--- src/rtl/lagfeed_pkg.sv ---
package lagfeed_pkg;
  localparam int LANES_DEF = 8;
  localparam int SMP_W_DEF = 2;
  localparam int LAGS_DEF  = 512;
endpackage

--- src/rtl/lagfeed_rst_sync.sv ---
module lagfeed_rst_sync (
  input  logic clk,
  input  logic rst_n,
  output logic rst_sync_n
);
  logic [1:0] sync_q;

  always_ff @(posedge clk or negedge rst_n) begin
    if (!rst_n) sync_q <= 2'b00;
    else        sync_q <= {sync_q[0], 1'b1};
  end

  assign rst_sync_n = sync_q[1];
endmodule

--- src/rtl/lagfeed_fill_track.sv ---
module lagfeed_fill_track #(
  parameter int DEPTH = 32
) (
  input  logic clk,
  input  logic rst_n,
  input  logic en,
  input  logic push,
  output logic full
);
  localparam int CW = $clog2(DEPTH + 1);
  localparam logic [CW-1:0] FULL_CNT = CW'(DEPTH);

  logic [CW-1:0] cnt_q, cnt_d;

  always_comb begin
    cnt_d = cnt_q;
    if (!en)                          cnt_d = '0;
    else if (push && cnt_q != FULL_CNT) cnt_d = cnt_q + 1'b1;
  end

  always_ff @(posedge clk or negedge rst_n) begin
    if (!rst_n) cnt_q <= '0;
    else        cnt_q <= cnt_d;
  end

  assign full = (cnt_q == FULL_CNT);
endmodule

--- src/rtl/lagfeed_delay_line.sv ---
module lagfeed_delay_line #(
  parameter int W     = 16,
  parameter int DEPTH = 32
) (
  input  logic         clk,
  input  logic         rst_n,
  input  logic         shift,
  input  logic [W-1:0] din,
  output logic [W-1:0] tail
);
  logic [W-1:0] stg_q [DEPTH];

  for (genvar i = 0; i < DEPTH; i++) begin : g_stage
    logic [W-1:0] src;
    logic [W-1:0] stg_d;

    if (i == 0) begin : g_head
      assign src = din;
    end else begin : g_body
      assign src = stg_q[i-1];
    end

    always_comb begin
      stg_d = stg_q[i];
      if (shift) stg_d = src;
    end

    always_ff @(posedge clk or negedge rst_n) begin
      if (!rst_n) stg_q[i] <= '0;
      else        stg_q[i] <= stg_d;
    end
  end

  assign tail = stg_q[DEPTH-1];
endmodule

--- src/rtl/lagfeed_gen.sv ---
module lagfeed_gen
  import lagfeed_pkg::*;
#(
  parameter int LANES = LANES_DEF,
  parameter int SMP_W = SMP_W_DEF,
  parameter int LAGS  = LAGS_DEF
) (
  input  logic                     clk,
  input  logic                     rst_n,
  input  logic                     en_i,
  input  logic                     in_vld_i,
  input  logic [LANES*SMP_W-1:0]   in_word_i,
  output logic                     pair_vld_o,
  output logic [LANES*SMP_W-1:0]   now_word_o,
  output logic [LANES*SMP_W-1:0]   late_word_o
);
  localparam int WORD_W   = LANES * SMP_W;
  localparam int HALF_SMP = LAGS / 2;
  localparam int DEPTH    = HALF_SMP / LANES;

  logic              rst_int_n;
  logic              push;
  logic              full;
  logic [WORD_W-1:0] tail;

  logic              vld_q, vld_d;
  logic [WORD_W-1:0] now_q, now_d;
  logic [WORD_W-1:0] late_q, late_d;

  lagfeed_rst_sync u_rst (
    .clk        (clk),
    .rst_n      (rst_n),
    .rst_sync_n (rst_int_n)
  );

  assign push = en_i & in_vld_i;

  lagfeed_fill_track #(.DEPTH(DEPTH)) u_fill (
    .clk   (clk),
    .rst_n (rst_int_n),
    .en    (en_i),
    .push  (push),
    .full  (full)
  );

  lagfeed_delay_line #(.W(WORD_W), .DEPTH(DEPTH)) u_line (
    .clk   (clk),
    .rst_n (rst_int_n),
    .shift (push),
    .din   (in_word_i),
    .tail  (tail)
  );

  always_comb begin
    vld_d  = push & full;
    now_d  = now_q;
    late_d = late_q;
    if (push) begin
      now_d  = in_word_i;
      late_d = tail;
    end
  end

  always_ff @(posedge clk or negedge rst_int_n) begin
    if (!rst_int_n) begin
      vld_q  <= 1'b0;
      now_q  <= '0;
      late_q <= '0;
    end else begin
      vld_q  <= vld_d;
      now_q  <= now_d;
      late_q <= late_d;
    end
  end

  assign pair_vld_o  = vld_q;
  assign now_word_o  = now_q;
  assign late_word_o = late_q;
endmodule

--- config.mk ---
export PLATFORM = sky130hd
export DESIGN_NAME = lagfeed_gen
export DESIGN_NICKNAME = d
export VERILOG_FILES = /design/src/rtl/lagfeed_pkg.sv /design/src/rtl/lagfeed_rst_sync.sv /design/src/rtl/lagfeed_fill_track.sv /design/src/rtl/lagfeed_delay_line.sv /design/src/rtl/lagfeed_gen.sv
export SDC_FILE = /design/constraint.sdc
export NUM_CORES = 1
export LEC_CHECK = 0
export ABC_AREA = 0
export BUFFER_PORTS_ARGS = -buffer_cell sky130_fd_sc_hd__buf_2
export CORE_MARGIN = 2
export CORE_UTILIZATION = 45
export CTS_BUF_LIST = sky130_fd_sc_hd__clkbuf_4 sky130_fd_sc_hd__clkbuf_8 sky130_fd_sc_hd__clkbuf_16
export DETAILED_ROUTE_END_ITERATION = 16
export GPL_ROUTABILITY_DRIVEN = 0
export HOLD_SLACK_MARGIN = 0.12
export REMOVE_ABC_BUFFERS = 1
export SLEW_MARGIN = 30
export SYNTH_ARGS = -nofsm -noshare
export SYNTH_HDL_FRONTEND = slang
export SYNTH_SLANG_ARGS = --single-unit
--- constraint.sdc ---
create_clock -name clk -period 18.7 [get_ports clk]
set_clock_uncertainty 0.1 [all_clocks]
set_input_delay 1.87 -clock clk [delete_from_list [all_inputs] [get_ports clk]]
set_output_delay 1.87 -clock clk [all_outputs]
set_load 0.05 [all_outputs]
# Word level (Yosys, flattened, before mapping)
# Index checks and enable logic that the tools add are counted.
word_totals:
  in_bits: 20
  reg_bits: 537
  wordCells: 45
  out_inout_bits: 33
classes:
  n_mux: 2
  n_bitwise: 2
  n_eq_ne: 3
  n_reduce_logical: 1
  add_sub_neg: 1
ops:
  columns: ["op", "n"]
  rows:
  - ["2-to-1 mux 6 bit", 2]
  - ["adder 6 x 1 -> 6 bit (second input constant)", 1]
  - ["equality test 6 bit (second input constant)", 1]
  - ["inequality test 6 bit (second input constant)", 1]
  - ["bitwise AND 1 bit", 2]
  - ["inequality test 2 x 1 -> 1 bit (second input constant)", 1]
  - ["logical AND 1 bit", 1]

# Logic depth before layout (Yosys ltp)
logic_depth:
  word_depth: 4
  depth_mapped: 5
  mapped_depth_nobuf: 5

# Cells and area by module
# From an unflattened synthesis, not the netlist that was laid out.
unflattened:
  cells_unflattened: 1196
  area_unflattened_um2: 21015.2
by_module_without_submodules:
  columns: ["mod", "cells_each", "area_per_inst_um2", "instances", "seq_area_each_um2"]
  rows:
  - ["lagfeed_delay_line", 1081, 19220.9, 1, 12812.3]
  - ["lagfeed_gen", 71, 1346.3, 1, 825.8]
  - ["lagfeed_fill_track", 41, 394.1, 1, 150.1]
  - ["lagfeed_rst_sync", 3, 53.8, 1, 50.0]

# Worst setup path before layout
# OpenSTA, ideal clock, no wires.
synth_path:
  path_type: "in2reg"
  start: "input port en_i"
  end: "register now_q[10], in the netlist now_word_o[10]"
  arrival_time_ns: 2.759
  stages: 5
  required_time_ns: 18.475
  path_buffers: 3
  setup_ns: 0.125
  path_slack_ns: 15.717
  path_cell_list: "buf_4 -> nand2_4 -> buf_6 -> buf_4 -> mux2_2"
synth_via:
  elab_chain_cells: 1
synth_rtl:
  columns: ["item", "line", "rtl"]
  rows:
  - ["start, declared", "lagfeed_gen.sv:10", "input logic en_i,"]
  - ["bitwise AND 1 bit", "lagfeed_gen.sv:36", "assign push = en_i & in_vld_i;"]
  - ["end signal, assigned", "lagfeed_gen.sv:71", "now_q <= now_d;"]
  - ["end, declared", "lagfeed_gen.sv:27", "logic [WORD_W-1:0] now_q, now_d;"]
# No other way between the ends.
# A chain may end at the register's enable or synchronous reset.

# Final worst setup path
layout_path:
  start: "input port in_vld_i"
  end: "register u_line.stg_q (netlist bit u_line.g_stage[11].src[0])"
layout_via:
  elab_chain_cells: 1
layout_rtl:
  columns: ["item", "line", "rtl"]
  rows:
  - ["start, declared", "lagfeed_gen.sv:11", "input logic in_vld_i,"]
  - ["bitwise AND 1 bit", "lagfeed_gen.sv:36", null]
  - ["end signal, assigned by index", "lagfeed_delay_line.sv:30", "else stg_q[i] <= stg_d;"]
  - ["end, declared", "lagfeed_delay_line.sv:11", "logic [W-1:0] stg_q [DEPTH];"]
# No other way between the ends.

==> flow_metrics.env <==
export IMPL_outcome="finished, final reports clean"
export IMPL_crit_end_category="register"
export IMPL_r2r_worst_path_cells=3
export IMPL_yosys_cell_types_count=25
export IMPL_pin_count_of_the_biggest_net_entering_global_routing=193
export IMPL_area_delta_synth_final_pct=11.67
export IMPL_synth_most_common_cell="sky130_fd_sc_hd__dfrtp_1"
export IMPL_pre_cts_slack_ns=12.47
export IMPL_critical_path_peak_fanout=118
export IMPL_antenna_found_initial=0
export IMPL_grt_usage=0.1086
export IMPL_routedWlPerCell_um=12.93
export IMPL_cp_data_arrival_time_ns=5.24
export IMPL_layout_cells_non_filler=1854
export IMPL_placementRows=77
export IMPL_synthesis_instances=1161
export IMPL_drive_above_1_share=0.5483
export IMPL_cts_sinks=537
export IMPL_cts_htree_levels=2
export IMPL_die_area_um2=46760
export IMPL_ys_flop_type="sky130_fd_sc_hd__dfrtp_1"
export IMPL_timing_max_slew_rel_slack=0.4047
export IMPL_chipHeight_um=216.2
export IMPL_netlist_top_cells_area="sky130_fd_sc_hd__dfrtp_1, sky130_fd_sc_hd__mux2_2, sky130_fd_sc_hd__buf_6"
export IMPL_fmax_mhz=204.5
export IMPL_drt_antenna_violating_nets=0
export IMPL_cts_tree="built"
export IMPL_grt_pass1_wl_um=43680
export IMPL_power_per_cell_area_nw_per_um2=129.0
export IMPL_initial_utilization=0.4574
export IMPL_rsz0062_at_grt="false"
export IMPL_worstSkewPairLatency_ns=0.58
export IMPL_async_flop_share=1.000
export IMPL_cts_hold_buffers_added=0
export IMPL_worst_setup_hold_path_clk_slew_ns=0.06
export IMPL_post_cts_resize_count=0
export IMPL_critical_path_class="input port to register"
export IMPL_insertedDiodeCount=0
export IMPL_yosys_warnings=0
export IMPL_number_of_flops_mapped_to_enable_cells_by_yosys=0
export IMPL_crit_required_ns=19.06
export IMPL_cts_inserted_buffers=55
export IMPL_root_buffer="sky130_fd_sc_hd__clkbuf_16"
export IMPL_yosys_area_top_type="sky130_fd_sc_hd__dfrtp_1"
export IMPL_drc=0
export IMPL_setup_viol=0
export IMPL_place_detailed_instances=1753
export IMPL_cts_path_max_buffers=3
export IMPL_place_detailed_hpwl_um=12270
export IMPL_finalHoldViolCount=0
export IMPL_port_buffer_count=52
export IMPL_synthTopCellsByCount="sky130_fd_sc_hd__dfrtp_1, sky130_fd_sc_hd__mux2_2, sky130_fd_sc_hd__buf_6"
export IMPL_synthDominantCellAreaShare=0.6629
export IMPL_routed_via_count=9092
export IMPL_detailedRoute_firstIterationViolations=450
export IMPL_synth_ff_latch_count=537
export IMPL_die_width_um=216.2
export IMPL_cts_setup_buffers=0
export IMPL_p_leak_uw=0.01117
export IMPL_timing_setup_tns_ns=0
export IMPL_postRouteWirelength_um=23970
export IMPL_hp_class="register to asynchronous set/reset pin"
export IMPL_max_slew_worst_pin_slew_ns=0.8930
export IMPL_globalRouteOverflowTotal=0
export IMPL_timing_max_cap_violations=0
export IMPL_finalCritPeriodShare=0.2615
export IMPL_syn_area_per_cell_um2=17.46
export IMPL_detail_route_first_pass_iterations=4
export IMPL_synth_cell_area_um2=20270
export IMPL_critical_path_reg2reg_startpoint="u_rst.sync_q[1]"
export IMPL_worst_slack_ns=13.81
export IMPL_io_pins=53
export IMPL_n_fill_cell=3763
export IMPL_via_count_of_the_first_global_routing_pass=9584
export IMPL_viasPerCell=4.904
export IMPL_slew_viol_final=0
export IMPL_start_kind="input port"
export IMPL_r2r_setup_slack_ns=16.28
export IMPL_nets=1243
export IMPL_period_minus_slack_ns=4.889
export IMPL_ys_seq_area_frac=0.6629
export IMPL_area_of_the_core_region_um2=44320
export IMPL_maximum_vdd_drop_mv=0.07529
export IMPL_crit_reg2reg_capture="late_word_o[0]"
metrics by stage:
step | area, um^2 | power (uW) | utilization | hold WS, ns
after global routing | 22640 | 3087 | 0.5108 | 0.2355
after global placement | 20710 | 1861 | 0.4674 | 0.2391
after detailed placement | 20720 | 1887 | 0.4676 | 0.2512
final | 22640 | 2919 | 0.5108 | 0.1858
after floorplan | 19620 | 1823 | - | 0.2312
after CTS | 22540 | 2977 | 0.5086 | 0.2655
area by class of cell:
| type | count | area (um^2) | area share |
|---|---|---|---|
| clock buffer | 90 | 1774 | 0.07838 |
| clock inverter | 8 | 42.54 | 0.001879 |
| inverter | 3 | 11.26 | 0.0004975 |
| multi-input combinational | 561 | 6176 | 0.2728 |
| sequential | 537 | 13440 | 0.5938 |
| tap | 592 | 740.7 | 0.03272 |
| timing repair buffer | 63 | 450.4 | 0.01990 |
worst max-delay path: stages:
cell,delay (ns)
sky130_fd_sc_hd__buf_2,0.18
sky130_fd_sc_hd__nand2_8,0.62
sky130_fd_sc_hd__buf_6,0.69
sky130_fd_sc_hd__buf_6,0.63
sky130_fd_sc_hd__buf_6,0.62
sky130_fd_sc_hd__mux2_2,0.41
placed cells by master, fill, tap and decap left out, types with 2 or more instances in the layout:
cell type,instances
sky130_fd_sc_hd__o2111ai_1,2
sky130_fd_sc_hd__inv_1,3
sky130_fd_sc_hd__buf_12,2
sky130_fd_sc_hd__nor2_1,3
sky130_fd_sc_hd__buf_6,6
sky130_fd_sc_hd__clkbuf_16,57
sky130_fd_sc_hd__ha_1,2
sky130_fd_sc_hd__buf_2,52
sky130_fd_sc_hd__clkinv_2,7
sky130_fd_sc_hd__clkbuf_4,17
sky130_fd_sc_hd__nand4_1,6
sky130_fd_sc_hd__nand3_1,2
sky130_fd_sc_hd__xor2_1,2
sky130_fd_sc_hd__mux2_2,528
sky130_fd_sc_hd__nand2_1,4
sky130_fd_sc_hd__dfrtp_1,536
sky130_fd_sc_hd__buf_16,3
sky130_fd_sc_hd__clkbuf_8,16
flip-flops by register name (all words and copies together), names as in the netlist:
register and flops:
late_word_o 16, now_word_o 16, pair_vld_o 1, u_fill.cnt_q 6
u_line.g_stage.src 480, u_line.tail 16, u_rst.sync_q 2
routing by layer:
metal | vias to the layer above | wire length [um] | part of all wire | GRT usage
met2 | 106 | 10870 | 0.45 | 0.1744
li1 | 4242 | - | - | -
met5 | - | 0 | 0 | 0
met4 | 0 | 731 | 0.030 | 0.04452
met3 | 58 | 1007 | 0.042 | 0.03004
met1 | 4686 | 11370 | 0.47 | 0.1399
worst max-delay path by stage:
stage	start	to	slack [ns]
2_1_floorplan	u_rst.sync_q[1]	late_word_o[0]	2.52
3_3_place_gp	in_vld_i	late_word_o[8]	12.52
3_5_place_dp	in_vld_i	u_line.g_stage[27].src[1]	12.47
4_1_cts	in_vld_i	u_line.g_stage[27].src[1]	13.10
5_1_grt	in_vld_i	u_line.g_stage[14].src[8]	13.61
6_report	in_vld_i	u_line.g_stage[11].src[0]	13.81
report_power, final:
group | internal (uW) | leakage (uW) | switching [uW]
combinational | 213 | 0.00315 | 120
clock | 643 | 0.000923 | 418
sequential | 1410 | 0.00710 | 112
cell families (layout without fill, tap and decap cells):
family	after synthesis	count (layout)	synth area share
multiplexers	528	528	0.2933
other	1	1	0.0001850
buffers and inverters	63	164	0.03290
AO/OA/AOI/OAI	6	6	0.002222
adder cells (fa/ha/maj)	2	2	0.001234
AND/OR/NAND/NOR	22	22	0.006420
flip-flops	537	537	0.6629
XOR/XNOR	2	2	0.0008642
No activity file was read; power rests on OpenSTA's default activity.
